$ cat src/rtl/rxerr_pkg.sv
package rxerr_pkg;
   localparam int STAT_W  = 16;
   localparam int FIELD_W = 6;
   localparam int PAR_LSB = 8;
   localparam int FRM_LSB = 0;
   localparam int NUM_KINDS = 2;
   // index of each fault kind; also its bit offset above the data byte
   localparam int KIND_FRM = 0;
   localparam int KIND_PAR = 1;
endpackage

$ cat src/rtl/rxerr_store.sv
// Entry storage: one write port, combinational read of the head entry.
module rxerr_store #(
   parameter int WORD_W = 10,
   parameter int DEPTH  = 64,
   localparam int AW    = $clog2(DEPTH)
) (
   input  logic              clk,
   input  logic              wr_en,
   input  logic [AW-1:0]     wr_addr,
   input  logic [WORD_W-1:0] wr_word,
   input  logic [AW-1:0]     rd_addr,
   output logic [WORD_W-1:0] head_word
);
   logic [WORD_W-1:0] mem [DEPTH];

   always_ff @(posedge clk) begin
      if (wr_en) mem[wr_addr] <= wr_word;
   end

   assign head_word = mem[rd_addr];
endmodule

$ cat src/rtl/rxerr_ptrs.sv
// Read/write pointers and fill level; decides which requests are accepted.
module rxerr_ptrs #(
   parameter int DEPTH = 64,
   localparam int AW   = $clog2(DEPTH),
   localparam int LW   = AW + 1
) (
   input  logic          clk,
   input  logic          rst_n,
   input  logic          push_req,
   input  logic          pop_req,
   output logic          push_ok,
   output logic          pop_ok,
   output logic [AW-1:0] wr_ptr,
   output logic [AW-1:0] rd_ptr,
   output logic [LW-1:0] level,
   output logic          empty,
   output logic          full
);
   assign empty   = (level == '0);
   assign full    = (level == LW'(DEPTH));
   assign push_ok = push_req && !full;
   assign pop_ok  = pop_req && !empty;

   always_ff @(posedge clk or negedge rst_n) begin
      if (!rst_n) begin
         wr_ptr <= '0;
         rd_ptr <= '0;
         level  <= '0;
      end else begin
         if (push_ok) wr_ptr <= wr_ptr + 1'b1;
         if (pop_ok)  rd_ptr <= rd_ptr + 1'b1;
         case ({push_ok, pop_ok})
            2'b10:   level <= level + 1'b1;
            2'b01:   level <= level - 1'b1;
            default: level <= level;
         endcase
      end
   end
endmodule

$ cat src/rtl/rxerr_tally.sv
// Modulo up/down counter of resident faulty entries.
module rxerr_tally #(
   parameter int CW = 6
) (
   input  logic          clk,
   input  logic          rst_n,
   input  logic          inc,
   input  logic          dec,
   output logic [CW-1:0] count
);
   always_ff @(posedge clk or negedge rst_n) begin
      if (!rst_n) begin
         count <= '0;
      end else begin
         case ({inc, dec})
            2'b10:   count <= count + 1'b1;
            2'b01:   count <= count - 1'b1;
            default: count <= count;
         endcase
      end
   end
endmodule

$ cat src/rtl/rxerr_fifo.sv
module rxerr_fifo
   import rxerr_pkg::*;
#(
   parameter int DATA_W = 8,
   parameter int DEPTH  = 64,
   localparam int AW    = $clog2(DEPTH),
   localparam int LW    = AW + 1,
   localparam int WORD_W = DATA_W + NUM_KINDS
) (
   input  logic              clk,
   input  logic              rst_n,
   input  logic              push_i,
   input  logic [DATA_W-1:0] push_data_i,
   input  logic              push_perr_i,
   input  logic              push_ferr_i,
   input  logic              pop_i,
   output logic [DATA_W-1:0] pop_data_o,
   output logic              pop_perr_o,
   output logic              pop_ferr_o,
   input  logic              err_clr_i,
   output logic              err_flag_o,
   output logic              overrun_o,
   output logic [LW-1:0]     level_o,
   output logic              empty_o,
   output logic              full_o,
   output logic [STAT_W-1:0] stat_o
);
   // elaboration-time parameter checks
   if (DEPTH < 2 || (DEPTH & (DEPTH - 1)) != 0) begin : g_bad_depth
      $error("rxerr_fifo: DEPTH must be a power of two >= 2");
   end
   if (AW > FIELD_W) begin : g_bad_field
      $error("rxerr_fifo: tally does not fit its status field");
   end
   if (DATA_W < 1 || DATA_W > PAR_LSB) begin : g_bad_data
      $error("rxerr_fifo: DATA_W out of range");
   end

   logic              push_ok, pop_ok;
   logic [AW-1:0]     wr_ptr, rd_ptr;
   logic [WORD_W-1:0] wr_word, head_word;
   logic [AW-1:0]     tally [NUM_KINDS];

   // entry layout: {parity flag, framing flag, data}
   assign wr_word = {push_perr_i, push_ferr_i, push_data_i};

   rxerr_ptrs #(.DEPTH(DEPTH)) u_ptrs (
      .clk      (clk),
      .rst_n    (rst_n),
      .push_req (push_i),
      .pop_req  (pop_i),
      .push_ok  (push_ok),
      .pop_ok   (pop_ok),
      .wr_ptr   (wr_ptr),
      .rd_ptr   (rd_ptr),
      .level    (level_o),
      .empty    (empty_o),
      .full     (full_o)
   );

   rxerr_store #(.WORD_W(WORD_W), .DEPTH(DEPTH)) u_store (
      .clk       (clk),
      .wr_en     (push_ok),
      .wr_addr   (wr_ptr),
      .wr_word   (wr_word),
      .rd_addr   (rd_ptr),
      .head_word (head_word)
   );

   // one tally per fault kind
   for (genvar k = 0; k < NUM_KINDS; k++) begin : g_tally
      rxerr_tally #(.CW(AW)) u_tally (
         .clk   (clk),
         .rst_n (rst_n),
         .inc   (push_ok && wr_word[DATA_W + k]),
         .dec   (pop_ok && head_word[DATA_W + k]),
         .count (tally[k])
      );
   end

   // status word packing; narrower tallies are zero-extended
   always_comb begin
      stat_o = '0;
      stat_o[PAR_LSB +: FIELD_W] = FIELD_W'(tally[KIND_PAR]);
      stat_o[FRM_LSB +: FIELD_W] = FIELD_W'(tally[KIND_FRM]);
   end

   // registered read port: holds the last popped entry
   always_ff @(posedge clk or negedge rst_n) begin
      if (!rst_n) begin
         pop_data_o <= '0;
         pop_perr_o <= 1'b0;
         pop_ferr_o <= 1'b0;
      end else if (pop_ok) begin
         pop_data_o <= head_word[DATA_W-1:0];
         pop_ferr_o <= head_word[DATA_W + KIND_FRM];
         pop_perr_o <= head_word[DATA_W + KIND_PAR];
      end
   end

   // sticky flags
   always_ff @(posedge clk or negedge rst_n) begin
      if (!rst_n) begin
         err_flag_o <= 1'b0;
         overrun_o  <= 1'b0;
      end else begin
         if (push_ok && (push_perr_i || push_ferr_i)) err_flag_o <= 1'b1;
         else if (err_clr_i)                          err_flag_o <= 1'b0;
         if (push_i && !push_ok) overrun_o <= 1'b1;
      end
   end
endmodule

$ cat config.mk
export PLATFORM = sky130hd
export DESIGN_NAME = rxerr_fifo
export DESIGN_NICKNAME = d
export VERILOG_FILES = /design/src/rtl/rxerr_pkg.sv /design/src/rtl/rxerr_store.sv /design/src/rtl/rxerr_ptrs.sv /design/src/rtl/rxerr_tally.sv /design/src/rtl/rxerr_fifo.sv
export SDC_FILE = /design/constraint.sdc
export NUM_CORES = 1
export LEC_CHECK = 0
export ABC_CLOCK_PERIOD_IN_PS = 11200
export BUFFER_PORTS_ARGS = -buffer_cell sky130_fd_sc_hd__buf_2
export CAP_MARGIN = 20
export CORE_ASPECT_RATIO = 1.1
export CORE_MARGIN = 8
export CORE_UTILIZATION = 55
export DETAILED_ROUTE_END_ITERATION = 10
export PLACE_DENSITY = 0.78
export SLEW_MARGIN = 40
export SYNTH_ARGS = -nofsm -noshare
export SYNTH_HDL_FRONTEND = slang
export SYNTH_HIERARCHICAL = 1
export SYNTH_SLANG_ARGS = --single-unit
$ cat constraint.sdc
create_clock -name clk -period 11.2 [get_ports clk]
set_clock_uncertainty 0.05 [all_clocks]
set_input_delay 1.68 -clock clk [delete_from_list [all_inputs] [get_ports clk]]
set_output_delay 1.68 -clock clk [all_outputs]
set_load 0.1 [all_outputs]
==> flow_results.org, run 1 <==
** CTS
- Number of buffers on the longest clock path :: 3
- Later-pin clock latency in the skew report :: 0.59 ns
- CTS Buf Count :: 66
- CTS tree :: done
- CTS root buffer :: sky130_fd_sc_hd__clkbuf_16
- Once the clock tree was built, the resizer swapped 0 gates to a different size.
- CTS H-tree depth :: 3
- Clock transition time at the flip-flop clock pins of the worst setup and hold paths :: 0.06 ns
- Post-CTS Setup Bufs :: 0
- Clock tree synthesis found a total of 683 sinks.
- Buffers inserted to repair hold after CTS numbered 0.

** Synthesis
- Number of warnings issued by yosys :: 6
- Of all cell types, the one taking the most synthesized area is sky130_fd_sc_hd__edfxtp_1.
- Number of enable-type register cells in the synthesized netlist :: 640
- In the synthesized netlist the dominant register cell turns out to be sky130_fd_sc_hd__edfxtp_1.
- In the synthesized netlist, the cells that appear most often are sky130_fd_sc_hd__edfxtp_1 (640), sky130_fd_sc_hd__mux4_2 (160), sky130_fd_sc_hd__nor2_1 (76).
- Dominant cells by area after synthesis :: sky130_fd_sc_hd__edfxtp_1 (70%), sky130_fd_sc_hd__mux4_2 (13%), sky130_fd_sc_hd__dfrtp_1 (3.9%)
- In the post-synthesis netlist, the cell with the most instances is sky130_fd_sc_hd__edfxtp_1.
- The mapped netlist covers 27600 um2.
- Count of mapped cells out of synthesis :: 1357
- The share of synthesized area in the top cell type comes to 0.697.
- Syn avg cell area :: 20.3 um2
- Of all flip-flops after synthesis, the portion carrying an async set or reset was 0.0630.
- Yosys reg bits :: 683
- Sequential fraction of the synthesis area :: 0.736
- Distinct cells, synth :: 71

** Route
- ANT nets after route :: 0
- Dividing the detail-routed via count by the number of cells gives 6.41.
- Sum of routed wire length over all layers :: 59500 um
- In the final routed layout, each cell accounts on average for 28.0 um.
- In the routed design, unresolved DRC markers number 0.
- Before antenna repair, the detailed router went through 5 iterations.
- In this run, the number of DRC markers left after iteration 0 of detailed routing was 1420.
- DR vias :: 13600

** Hold path
- Number of instances on the worst hold path :: 1
- For hold timing, the worst endpoint is g_tally[0].u_tally/count[5].
- Hold Startpoint :: g_tally[0].u_tally/count[5]
- Min-delay worst type :: flip-flop to flip-flop

** Power and ir drop
- Standby leakage power :: 10.0 nW
- In this run the power density over the cells is 269 nW/um2.
- VDD sags by at most 0.248 mV.

** Critical path
- On the worst path, the slowest cell contributes a delay of 0.93 ns.
- In this run the critical register-to-register path is captured at g_tally[0].u_tally/count[4].
- The worst setup path is launched from a flip-flop.
- The worst setup path is captured at a flip-flop.
- The startpoint identified for the worst register-to-register timing path is u_ptrs/rd_ptr[0].
- Data on the critical path is required at its endpoint by 11.61 ns.
- Cell chain of the critical path :: buf_4, buf_4, mux4_2, mux4_2, o211ai_1, o21ai_1, and2_2, ha_1, xor2_1, ha_1, a21o_2, a21oi_1, nor3_1, xor2_1
- The critical path in this run is classified as flip-flop to flip-flop.
- Data on the critical path arrives at its endpoint at 5.94 ns.
- Worst r2r path cells :: 14
- On the critical path, the stage with the largest delay is an instance of sky130_fd_sc_hd__dfrtp_4.
- Across all register-to-register paths, the minimum setup slack is 5.68 ns.
- In this run the worst path has a maximum fanout of 41.

** Global routing
- Antenna violations before repair :: 2
- Vias in the first global route :: 14000
- Entering global routing, the biggest net connects 71 pins.
- For this run the aggregate overflow at the end of global routing stands at 0.
- In the global route stage, overall resource usage came out at 0.206.
- The first global-routing pass estimated 89100 um of wire.

** Final layout
- The multi-input combinational cells in the finished layout cover a total of 6930 um2.
- After the last flow step, the layout net total stands at 1446.
- Area growth from synthesis to layout :: 12.0%
- In the final layout, the share of cells above drive strength 1 is 0.302.
- Summing all flip-flop and latch instances after layout gives 20300 um2.
- The finished cells cover 30900 um2.
- Counting the fill cells in the layout gives 3256.
- Diode insertion count for antenna repair :: 0

** STA
- For the pin with the worst max-slew slack, the measured transition is 0.816 ns.
- Based on the critical path, the design can be clocked at up to 0.181 GHz.
- After routing, the total negative slack on setup checks comes to 0 ns.
- Max_slew headroom :: 0.456
- In the finished design, the share of the clock period the worst path needs comes to 0.493.
- Final critical-path required period :: 5.52 ns
- RSZ-0062 raised after global routing :: no
- Setup slack closes at 5.68 ns.
- The final hold violation count is 0.
- The number of max-slew violations in the final report was 0.
- Setup violations remaining at the end of the flow were counted as 0.

** Placement
- Placer's final routability congestion estimate :: 0.787
- Area after detailed placement :: 28500 um2
- The HPWL after detailed placement is 34000 um.
- # port buffers :: 47
- Prior to clock tree synthesis, the placed netlist has a worst setup slack of 5.51 ns.

** Floorplanning
- Measured along the y axis, the die boundary spans 251 um.
- The floorplan step set the die width to 229 um.
- For this design the top-level I/O count stands at 52.
- After floorplanning, the core was sized to cover 49800 um2.
- The floorplan step defined a die boundary enclosing 57600 um2.
- For this configuration, the core starts out at a cell density of 0.553.
- The floorplan has 86 rows.

** Run
- Across the run, the number of max-cap violations was 0.

** Outcome
- The run finished with clean final reports.
==> layout make-up <==
cell class                      instances  share of cell area
Timing Repair Buffer                   66              0.0130
Tap cell                              660              0.0267
Inverter                               15             0.00182
Clock buffer                           83              0.0596
Multi-Input combinational cell        584               0.224
Clock inverter                         34              0.0170
Sequential cell                       683               0.658
==> cell families (layout without fill, tap and decap cells) <==
| logic type | Yosys count | in the layout | share of synthesized area |
|---|---|---|---|
| DFF | 683 | 683 | 0.736 |
| other | 1 | 4 | 0.000136 |
| and+or+nand+nor | 187 | 187 | 0.0353 |
| adders and majority gates | 15 | 15 | 0.00708 |
| AOI/OAI and AO/OA | 109 | 109 | 0.0306 |
| xor gates and xnor gates | 29 | 29 | 0.00921 |
| buffers and inverters | 93 | 198 | 0.0189 |
| muxes | 240 | 240 | 0.163 |
==> registers in the layout (all words and copies together) (netlist names) <==
register,count
err_flag_o,1
g_tally.u_tally/count,12
pop_data_o,8
overrun_o,1
u_ptrs/wr_ptr,6
u_ptrs/level,7
pop_ferr_o,1
u_ptrs/rd_ptr,6
u_store/mem,640
pop_perr_o,1
==> cell usage in the layout, fill, tap and decap left out, types with 4 or more instances in the layout <==
master	count
sky130_fd_sc_hd__clkbuf_16	70
sky130_fd_sc_hd__o21ai_0	10
sky130_fd_sc_hd__edfxtp_1	640
sky130_fd_sc_hd__nand2b_1	10
sky130_fd_sc_hd__nor2b_1	15
sky130_fd_sc_hd__o211ai_1	4
sky130_fd_sc_hd__inv_1	15
sky130_fd_sc_hd__a221oi_1	6
sky130_fd_sc_hd__xnor2_1	11
sky130_fd_sc_hd__nand3_1	10
sky130_fd_sc_hd__conb_1	4
sky130_fd_sc_hd__a211oi_1	14
sky130_fd_sc_hd__a2111oi_2	5
sky130_fd_sc_hd__mux2i_1	54
sky130_fd_sc_hd__nand3b_1	6
sky130_fd_sc_hd__o31ai_1	6
sky130_fd_sc_hd__xor2_1	18
sky130_fd_sc_hd__a22oi_1	9
sky130_fd_sc_hd__nand4_1	6
sky130_fd_sc_hd__clkbuf_8	4
sky130_fd_sc_hd__clkbuf_1	9
sky130_fd_sc_hd__a22o_1	6
sky130_fd_sc_hd__clkinv_2	10
sky130_fd_sc_hd__nand2_1	22
sky130_fd_sc_hd__mux2_2	12
sky130_fd_sc_hd__nor2_2	62
sky130_fd_sc_hd__nor2_1	14
sky130_fd_sc_hd__and2_1	7
sky130_fd_sc_hd__o22ai_1	15
sky130_fd_sc_hd__bufinv_16	13
sky130_fd_sc_hd__dfrtp_1	39
sky130_fd_sc_hd__nor3_1	10
sky130_fd_sc_hd__mux2_4	14
sky130_fd_sc_hd__a21oi_1	11
sky130_fd_sc_hd__buf_4	23
sky130_fd_sc_hd__buf_2	41
sky130_fd_sc_hd__a21o_1	4
sky130_fd_sc_hd__mux4_2	160
sky130_fd_sc_hd__ha_1	14
sky130_fd_sc_hd__o21ai_1	4
==> worst max path at each step <==
stage,start,endpoint,slack [ns],cells past startpoint
floorplan,push_i,u_ptrs/level[6],7.22,9
global placement,u_ptrs/rd_ptr[0],g_tally[0].u_tally/count[4],5.64,14
detailed placement,u_ptrs/rd_ptr[0],g_tally[0].u_tally/count[4],5.51,14
CTS,u_ptrs/rd_ptr[0],g_tally[0].u_tally/count[4],5.50,14
global route,u_ptrs/rd_ptr[0],g_tally[0].u_tally/count[4],5.21,14
finish,u_ptrs/rd_ptr[0],g_tally[0].u_tally/count[4],5.68,14
==> where the power goes <==
part / internal, W / leakage [nW] / switching, W
sequential: 0.00296 / 6.25 / 0.000219
combinational: 0.00108 / 2.60 / 0.00167
clock: 0.00147 / 1.15 / 0.000922
total: 0.00551 / 10.0 / 0.00281
==> routing by layer <==
metal / share of wire / global-route usage / vias to the layer above / routed length [um]
met5: 0.00013 / 0 / - / 8
li1: - / - / 5680 / -
met3: 0.084 / 0.0511 / 118 / 5000
met4: 0.036 / 0.0844 / 2 / 2140
met1: 0.39 / 0.268 / 7164 / 23100
met2: 0.49 / 0.335 / 656 / 29300
==> worst max-delay path: cells and delay by family (launching register included) <==
| family | cells | cell delay [ns] |
|---|---|---|
| muxes | 2 | 1.09 |
| DFF | 1 | 0.93 |
| and+or+nand+nor | 2 | 0.30 |
| buffers and inverters | 2 | 1.44 |
| adders and majority gates | 2 | 0.53 |
| AOI/OAI and AO/OA | 4 | 0.63 |
| xor gates and xnor gates | 2 | 0.36 |
==> per-stage QoR <==
step / power, W / cells / hold slack, ns / utilization
2_1_floorplan: 0.00528 / 1360 / 0.408 / -
3_3_place_gp: 0.00588 / 2008 / 0.386 / 0.569
3_5_place_dp: 0.00595 / 2008 / 0.410 / 0.572
4_1_cts: 0.00836 / 2125 / 0.420 / 0.620
5_1_grt: 0.00861 / 2125 / 0.450 / 0.620
6_report: 0.00831 / 2125 / 0.412 / 0.620
Power figures use the tool's default switching activity.
==> inputs of run 2 (changes only) <==
--- a/config.mk
+++ b/config.mk
@@ -5,14 +5,14 @@
 export SDC_FILE = /design/constraint.sdc
 export NUM_CORES = 1
 export LEC_CHECK = 0
-export ABC_CLOCK_PERIOD_IN_PS = 11200
+export ABC_CLOCK_PERIOD_IN_PS = 4800
 export BUFFER_PORTS_ARGS = -buffer_cell sky130_fd_sc_hd__buf_2
 export CAP_MARGIN = 20
 export CORE_ASPECT_RATIO = 1.1
 export CORE_MARGIN = 8
 export CORE_UTILIZATION = 55
 export DETAILED_ROUTE_END_ITERATION = 10
-export PLACE_DENSITY = 0.78
+export PLACE_DENSITY = 0.81
 export SLEW_MARGIN = 40
 export SYNTH_ARGS = -nofsm -noshare
 export SYNTH_HDL_FRONTEND = slang
==> constraint.sdc (replaced) <==
create_clock -name clk -period 4.8 [get_ports clk]
set_clock_uncertainty 0.05 [all_clocks]
set_input_delay 0.72 -clock clk [delete_from_list [all_inputs] [get_ports clk]]
set_output_delay 0.72 -clock clk [all_outputs]
set_load 0.1 [all_outputs]
==> run 2 against run 1 <==
  * Sequential share of layout area down 0.19 points
  * Final cell count up 2.6%
  * Sequential power up 140%
  * Global-route usage up 0.66 points
  * Critical path depth down 1
  * Flip-flop and latch count unchanged
  * Clock power up 110%
  * Die area unchanged
  * Maximum frequency up 28%
  * Non-clock buffer count up 58
==> flow_results.org, run 2 (same netlist as run 1, synthesis figures left out) <==
** Final layout
- The post-route cell area came to 31000 um2 (+0.29%).
- Leading cell types in the layout, fill and taps excluded :: sky130_fd_sc_hd__edfxtp_1 (640), sky130_fd_sc_hd__mux4_2 (160), sky130_fd_sc_hd__buf_4 (81)
- Fraction of the core area covered by cells at the end of the flow :: 0.622 (+0.00178)
- The fraction of layout instances using a drive strength above 1 came to 0.289 (-0.0124).
- Diode insertion count for antenna repair :: 0 (unchanged)
- Area growth from synthesis to layout :: 12.3%
- Net total in the final layout :: 1499 (+3.7%)
- Leaving out fill and tap cells, the most frequent cell in the layout is sky130_fd_sc_hd__edfxtp_1.
- Largest register FFs :: 640 (unchanged)
- The number of filler cells placed in the layout came to 3250 (-0.18%).
- The largest registers in the layout are u_store/mem (640), g_tally.u_tally/count (12), pop_data_o (8).
- More flip-flops sit in one register than any other, and that register is u_store/mem.

** Placement
- The pre-CTS setup slack is 0.560 ns (-4.95 ns).
- The final RePlAce weighted congestion is 0.824 (+4.7%).
- DP HPWL :: 36300 um (+7.1%)
- The count of buffers from port buffering is 47 (unchanged).
- The post-placement cell area came to 28800 um2 (+1.1%).

** Power and ir drop
- Power density over the cells :: 614 nW/um2 (+130%)
- The post-layout total power was 0.0190 W (+130%).
- Max IR drop VDD :: 0.761 mV (+210%)
- Standby leakage power :: 10.2 nW (+2.0%)

** Run
- Max-capacitance violation count :: 0 (unchanged)

** Route
- Met3 WL :: 4990 um (about the same)
- The length of the first detailed-routing pass in iterations is 7 (+2).
- The remaining number of nets flagged by the antenna check after routing is 0 (unchanged).
- After detailed routing, no signal wire sits above met5.
- DR vias :: 14100 (+3.3%)
- Met1 routed wirelength after detailed routing :: 23100 um (about the same)
- The number of DRC markers in iteration 0 was 1574 (+11%).
- The met2 wire length came to 31300 um (+6.9%).
- Routed wire length per instance :: 28.3 um (+0.96%)
- Drc violations :: 0 (unchanged)
- The aggregate routed wire length came to 61600 um (+3.6%).
- The number of vias per cell came to 6.45 (+0.60%).

** Floorplanning
- Width of the die :: 229 um (unchanged)
- Initial core utilization :: 0.553 (unchanged)
- The die footprint is 57600 um2 (unchanged).
- I/O Pins :: 52 (unchanged)
- The vertical extent of the die is 251 um (unchanged).
- Total number of placement rows :: 86 (unchanged)
- The core area came to 49800 um2 (unchanged).

** STA
- Final critical-path required period :: 4.32 ns (-1.21 ns)
- The ratio of final minimum period to clock period came to 0.899 (+0.406).
- The setup slack of the critical path after layout came to 0.483 ns (-5.19 ns).
- Number of pins with negative max-slew slack in the final report :: 0 (unchanged)
- The worst slew slack as a fraction of its limit was 0.435 (-0.0213).
- The final hold violation count was 0 (unchanged).
- Actual transition at the worst max-transition pin :: 0.846 ns (+0.0293 ns)
- Achievable clock frequency :: 0.232 GHz (+28%)
- Final setup violating endpoints :: 0 (unchanged)
- Total Negative Setup Slacks :: 0 ns (unchanged)
- Setup repair after global routing left no endpoint under its margin.

** CTS
- Post-CTS Setup Bufs :: 0 (unchanged)
- CTS H-tree depth :: 2 (-1)
- CTS root buffer :: sky130_fd_sc_hd__clkbuf_16
- Later-pin clock latency in the skew report :: 0.63 ns (+0.04 ns)
- Number of buffers on the longest clock path :: 3 (unchanged)
- The number of clock buffers inserted by TritonCTS is 61 (-7.6%).
- Clock transition time at the flip-flop clock pins of the worst setup and hold paths :: 0.07 ns (about the same)
- The clock net sink count was 683 (unchanged).
- The post-cts resize count was 0 (unchanged).
- TritonCTS built the clock tree.
- Cts-stage hold buffer count :: 0 (unchanged)

** Global routing
- The initial antenna violation count came to 1 (-1).
- GRT Resource Usage Total :: 0.213 (+0.00655)
- The maximum number of pins on one net before global-route repair is 67 (-5.6%).
- Vias in the first global route :: 14400 (+3.2%)
- Global route overflow :: 0 (unchanged)
- The first-pass GRT wire length is 92700 um (+4.0%).

** Hold path
- Min-delay worst type :: input pin to asynchronous set/reset pin

** Critical path
- Setup slack of the worst register-to-register path :: 0.48 ns (-5.19 ns)
- WP data arrival :: 4.78 ns (-1.16 ns)
- Startpoint Class :: flip-flop
- Highest net fanout along the worst path :: 22 (-46%)
- Walking the worst path, the cells encountered are mux4_2, mux2_4, a2111oi_2, a221oi_1, a22o_1, and2_2, ha_1, xor2_1, ha_1, inv_1, a221oi_1, nor3_1, xor2_1.
- The delay of the slowest cell on the worst path came to 0.73 ns (-0.20 ns).
- Critical Path End Type :: flip-flop
- The data required time of the worst path is 5.27 ns (-6.34 ns).
- The number of buffer and inverter instances along the worst setup path was 1 (-1).
- Worst r2r src :: u_ptrs/rd_ptr[0]
- Slowest cell on the critical path :: sky130_fd_sc_hd__dfrtp_4
- Critical Path Start :: u_ptrs/rd_ptr[0]
- Worst setup path class :: flip-flop to flip-flop
- Delay-heaviest family, CP :: compound AO/OA/AOI/OAI gates

** Outcome
- Result of the run :: complete, no violations
-- run 2: changes by cell type in the layout (fill, tap and decap cells not counted), sizes merged --
cell,previous run,this run
bufinv,13,8
clkbuf,83,86
buf,66,123
inv,16,17
-- run 2: where the power goes --
| part | internal (W) | total [W] | switching, W |
|---|---|---|---|
| clock network | 0.00296 | 0.00508 | 0.00212 |
| logic | 0.00260 | 0.00644 | 0.00384 |
| registers | 0.00690 | 0.00749 | 0.000589 |
-- run 2: worst paths after layout --
kind                       cells after the start                           to
max                                           13  g_tally[1].u_tally/count[4]
min                                            2              u_ptrs/level[1]
max reg2reg                                   13  g_tally[1].u_tally/count[4]
min reg2reg                                    1  g_tally[0].u_tally/count[5]
max in group asynchronous                      2             u_ptrs/rd_ptr[1]
min in group clk                               2                   err_flag_o
-- run 2: cell type report --
class                      instances  area [um2]  area share
tap                              660         826      0.0267
clock inverter                    30         363      0.0117
clock buffer                      85        1740      0.0562
sequential                       683       20300       0.656
inverter                          15        56.3     0.00182
timing repair buffer             124         873      0.0282
multi-input combinational        584        6810       0.220
-- run 2: stage by stage --
| stage | hold slack [ns] | cells |
|---|---|---|
| floorplan | 0.374 | 1360 |
| global placement | 0.384 | 2065 |
| detailed placement | 0.406 | 2065 |
| CTS | 0.162 | 2180 |
| global route | 0.208 | 2181 |
| finish | 0.174 | 2181 |
-- run 2: worst reg2reg max path: cells and delay by family (launching register included) --
family	cells	cell delay [ns]
AO/OA/AOI/OAI	4	1.44
buffers and inverters	1	0.07
flip-flops	1	0.73
AND/OR/NAND/NOR	2	0.28
multiplexers	2	0.85
adder cells (fa/ha/maj)	2	0.44
XOR/XNOR	2	0.33
-- run 2: routing by layer --
layer,up-vias,track usage
met4,2,0.0884
li1,5774,-
met1,7399,0.276
met5,-,0
met3,141,0.0390
met2,747,0.356
==> inputs of run 3 (changes only) <==
--- a/config.mk
+++ b/config.mk
@@ -5,14 +5,15 @@
 export SDC_FILE = /design/constraint.sdc
 export NUM_CORES = 1
 export LEC_CHECK = 0
-export ABC_CLOCK_PERIOD_IN_PS = 4800
+export ABC_CLOCK_PERIOD_IN_PS = 5600
 export BUFFER_PORTS_ARGS = -buffer_cell sky130_fd_sc_hd__buf_2
 export CAP_MARGIN = 20
 export CORE_ASPECT_RATIO = 1.1
 export CORE_MARGIN = 8
 export CORE_UTILIZATION = 55
 export DETAILED_ROUTE_END_ITERATION = 10
-export PLACE_DENSITY = 0.81
+export GPL_TIMING_DRIVEN = 1
+export PLACE_DENSITY = 0.75
 export SLEW_MARGIN = 40
 export SYNTH_ARGS = -nofsm -noshare
 export SYNTH_HDL_FRONTEND = slang
==> constraint.sdc (replaced) <==
create_clock -name clk -period 5.6 [get_ports clk]
set_clock_uncertainty 0.05 [all_clocks]
set_input_delay 0.84 -clock clk [delete_from_list [all_inputs] [get_ports clk]]
set_output_delay 0.84 -clock clk [all_outputs]
set_load 0.1 [all_outputs]
==> run 3 against run 2 <==
  * Final cell count decreased by 1.4%
  * Combinational power decreased by 17%
  * Critical endpoint is now g_tally[0].u_tally/count[4]
  * Largest cell class unchanged
  * Sequential share of layout area increased by 0.081 points
==> flow_results.org, run 3 (same netlist as run 1, synthesis figures left out) <==
** Outcome
- The run finished with clean final reports.

** Critical path
- The critical path is of the flip-flop to flip-flop type.
- Delay-heaviest family, CP :: compound AO/OA/AOI/OAI gates
- Highest net fanout along the worst path :: 41 (+86%)
- STA classifies the critical path endpoint as a flip-flop.
- Worst r2r path cells :: 14 (+1)
- Startpoint Class :: flip-flop
- The data required time of the worst path was 6.02 ns (+0.75 ns).
- The signal on the critical path passes through buf_4, mux4_2, mux2i_1, a211oi_1, o31ai_1, o21ai_1, and2_2, ha_1, xor2_1, ha_1, inv_1, a222oi_1, nor3_1, xor2_1.
- Slowest cell on the critical path :: sky130_fd_sc_hd__dfrtp_4
- Largest stage delay on the critical path :: 0.89 ns (+0.16 ns)
- Worst path bufs/invs :: 2 (+1)
- The register-to-register setup slack is 1.23 ns (+0.75 ns).
- Worst r2r src :: u_ptrs/rd_ptr[1]
- The endpoint arrival time on the critical path was 4.79 ns (about the same).
- RR Endpoint :: g_tally[0].u_tally/count[4]

** CTS
- The number of clock buffers inserted by TritonCTS was 68 (+11%).
- The maximum count of clock buffers along a single path came to 3 (unchanged).
- CTS tree :: done
- Post-cts sizing count :: 0 (unchanged)
- The clock latency of the later-clocked register in the worst-skew pair was 0.59 ns (-0.04 ns).
- Clock sink count :: 683 (unchanged)
- The clock transition at the registers of the reported paths is 0.06 ns (about the same).
- Post-CTS Setup Bufs :: 0 (unchanged)
- CTS root buffer :: sky130_fd_sc_hd__clkbuf_16
- The post-cts hold buffer count was 0 (unchanged).
- CTS H-tree depth :: 3 (+1)

** Final layout
- Largest register FFs :: 640 (unchanged)
- Top Registers :: u_store/mem (640), g_tally.u_tally/count (12), pop_data_o (8)
- Net total in the final layout :: 1469 (-2.0%)
- Area growth from synthesis to layout :: 12.2%
- In the layout the commonest cells are sky130_fd_sc_hd__edfxtp_1 (640), sky130_fd_sc_hd__mux4_2 (160), sky130_fd_sc_hd__clkbuf_16 (71).
- The diode insertion count for antenna repair came to 0 (unchanged).
- The non-filler instance count after layout was 2151 (-1.4%).
- Final instance area :: 30900 um2 (-0.12%)
- Largest register by flop count :: u_store/mem
- The library cell used most frequently in the layout, excluding fill and tap cells, is sky130_fd_sc_hd__edfxtp_1.
- Proportion of layout cells with a drive suffix above 1 :: 0.294 (+0.00515)

** Route
- The total number of vias came to 13700 (-2.9%).
- The number of vias per cell was 6.35 (-1.5%).
- Count of TritonRoute iterations in the first routing pass :: 5 (-2)
- Routed wire length per instance :: 27.6 um (-2.2%)
- The remaining number of nets flagged by the antenna check after routing was 0 (unchanged).
- Drc violations :: 0 (unchanged)
- Initial DRC Count :: 1388 (-12%)
- The aggregate routed wire length is 59500 um (-3.5%).

** Global routing
- The maximum number of pins on one net before global-route repair was 67 (unchanged).
- The overall overflow remaining after global route was 0 (unchanged).
- Antenna violations before repair :: 1 (unchanged)
- GRT Resource Usage Total :: 0.207 (-0.00613)
- Vias in the first global route :: 14100 (-2.1%)
- The first-pass GRT wire length is 89400 um (-3.5%).

** Floorplanning
- The number of placed I/O pins came to 52 (unchanged).
- Total Die Area :: 57600 um2 (unchanged)
- Vertical extent of the die :: 251 um (unchanged)
- The core area is 49800 um2 (unchanged).
- The number of core rows was 86 (unchanged).
- Width of the die :: 229 um (unchanged)
- The initial core utilization is 0.553 (unchanged).

** Placement
- The count of buffers from port buffering came to 47 (unchanged).
- The final RePlAce weighted congestion was 0.823 (-0.18%).
- DP HPWL :: 35500 um (-2.4%)
- Placed insts :: 2029 (-1.7%)
- The post-placement cell area is 28700 um2 (-0.63%).

** Power and ir drop
- Standby leakage power :: 10.1 nW (-1.2%)
- Power density over the cells :: 533 nW/um2 (-13%)
- The post-layout total power was 0.0165 W (-13%).
- The peak ir drop on the vdd network is 0.499 mV (-34%).

** STA
- The final setup TNS was 0 ns (unchanged).
- The worst slew slack as a fraction of its limit came to 0.476 (+0.0411).
- The final hold violation count is 0 (unchanged).
- The ratio of final minimum period to clock period is 0.780 (-0.119).
- Final critical-path required period :: 4.37 ns (+0.0524 ns)
- RSZ-0062 raised after global routing :: no
- Number of pins with negative max-slew slack in the final report :: 0 (unchanged)
- The upper clock frequency limit was 0.229 GHz (-1.2%).
- The pin slew with the least headroom to its limit came to 0.787 ns (-0.0590 ns).
- Final setup violating endpoints :: 0 (unchanged)

** Run
- The number of violations of the max-capacitance limit was 0 (unchanged).

** Hold path
- In this run the worst hold path is classified as input pin to asynchronous set/reset pin.
[run 3: cell types whose count changed in the layout (fill, tap and decap cells not counted), moves of 2 or more]
cell / before / now
sky130_fd_sc_hd__buf_2: 40 / 42
sky130_fd_sc_hd__buf_4: 81 / 43
sky130_fd_sc_hd__bufinv_16: 8 / 10
sky130_fd_sc_hd__clkbuf_16: 64 / 71
sky130_fd_sc_hd__clkbuf_8: 8 / 1
sky130_fd_sc_hd__clkinv_1: 8 / 13
sky130_fd_sc_hd__clkinv_2: 7 / 9
sky130_fd_sc_hd__clkinvlp_4: 3 / 1
sky130_fd_sc_hd__nor2_1: 62 / 29
sky130_fd_sc_hd__nor2_2: 14 / 47
[run 3: metrics by stage]
stage / util / setup WS [ns] / hold WS [ns]
2_1_floorplan: - / 1.85 / 0.408
3_3_place_gp: 0.572 / 1.38 / 0.382
3_5_place_dp: 0.575 / 1.31 / 0.402
4_1_cts: 0.621 / 1.29 / 0.318
5_1_grt: 0.621 / 1.03 / 0.348
6_report: 0.621 / 1.23 / 0.306
[run 3: where the power goes]
part / total (W) / internal (W) / switching [W]
Clock: 0.00464 / 0.00279 / 0.00184
Combinational: 0.00536 / 0.00219 / 0.00317
Sequential: 0.00649 / 0.00592 / 0.000574
[run 3: final cells by class]
type / count / area [um2]
fillers: 3254 / 18900
multi-input cells: 584 / 6900
repair buffers: 87 / 573
flip-flops and latches: 683 / 20300
clock buffers: 86 / 1840
clock inverters: 36 / 430
inverters: 15 / 56.3
well taps: 660 / 826
[run 3: metal layers]
metal  vias to the layer above  part of all wire  GRT usage
met5                         -                 0          0
met4                         0             0.026     0.0693
met3                       112             0.079     0.0343
met2                       663              0.51      0.351
met1                      7148              0.38      0.272
li1                       5732                 -          -
[run 3: worst max path at each step]
| stage | from | slack, ns | end | cells past startpoint |
|---|---|---|---|---|
| after floorplan | u_ptrs/rd_ptr[0] | 1.85 | g_tally[0].u_tally/count[4] | 16 |
| after global placement | u_ptrs/rd_ptr[1] | 1.38 | g_tally[0].u_tally/count[4] | 14 |
| after detailed placement | u_ptrs/rd_ptr[1] | 1.31 | g_tally[0].u_tally/count[4] | 14 |
| after CTS | u_ptrs/rd_ptr[1] | 1.29 | g_tally[0].u_tally/count[4] | 14 |
| after global routing | u_ptrs/rd_ptr[1] | 1.03 | g_tally[0].u_tally/count[4] | 14 |
| final | u_ptrs/rd_ptr[1] | 1.23 | g_tally[0].u_tally/count[4] | 14 |
[run 3: worst reg2reg max path: stages (launching register included)]
cell,delay [ns]
sky130_fd_sc_hd__dfrtp_4,0.89
sky130_fd_sc_hd__buf_4,0.51
sky130_fd_sc_hd__mux4_2,0.29
sky130_fd_sc_hd__mux2i_1,0.07
sky130_fd_sc_hd__a211oi_1,0.38
sky130_fd_sc_hd__o31ai_1,0.17
sky130_fd_sc_hd__o21ai_1,0.29
sky130_fd_sc_hd__and2_2,0.21
sky130_fd_sc_hd__ha_1,0.36
sky130_fd_sc_hd__xor2_1,0.19
sky130_fd_sc_hd__ha_1,0.22
sky130_fd_sc_hd__inv_1,0.06
sky130_fd_sc_hd__a222oi_1,0.34
sky130_fd_sc_hd__nor3_1,0.10
sky130_fd_sc_hd__xor2_1,0.15
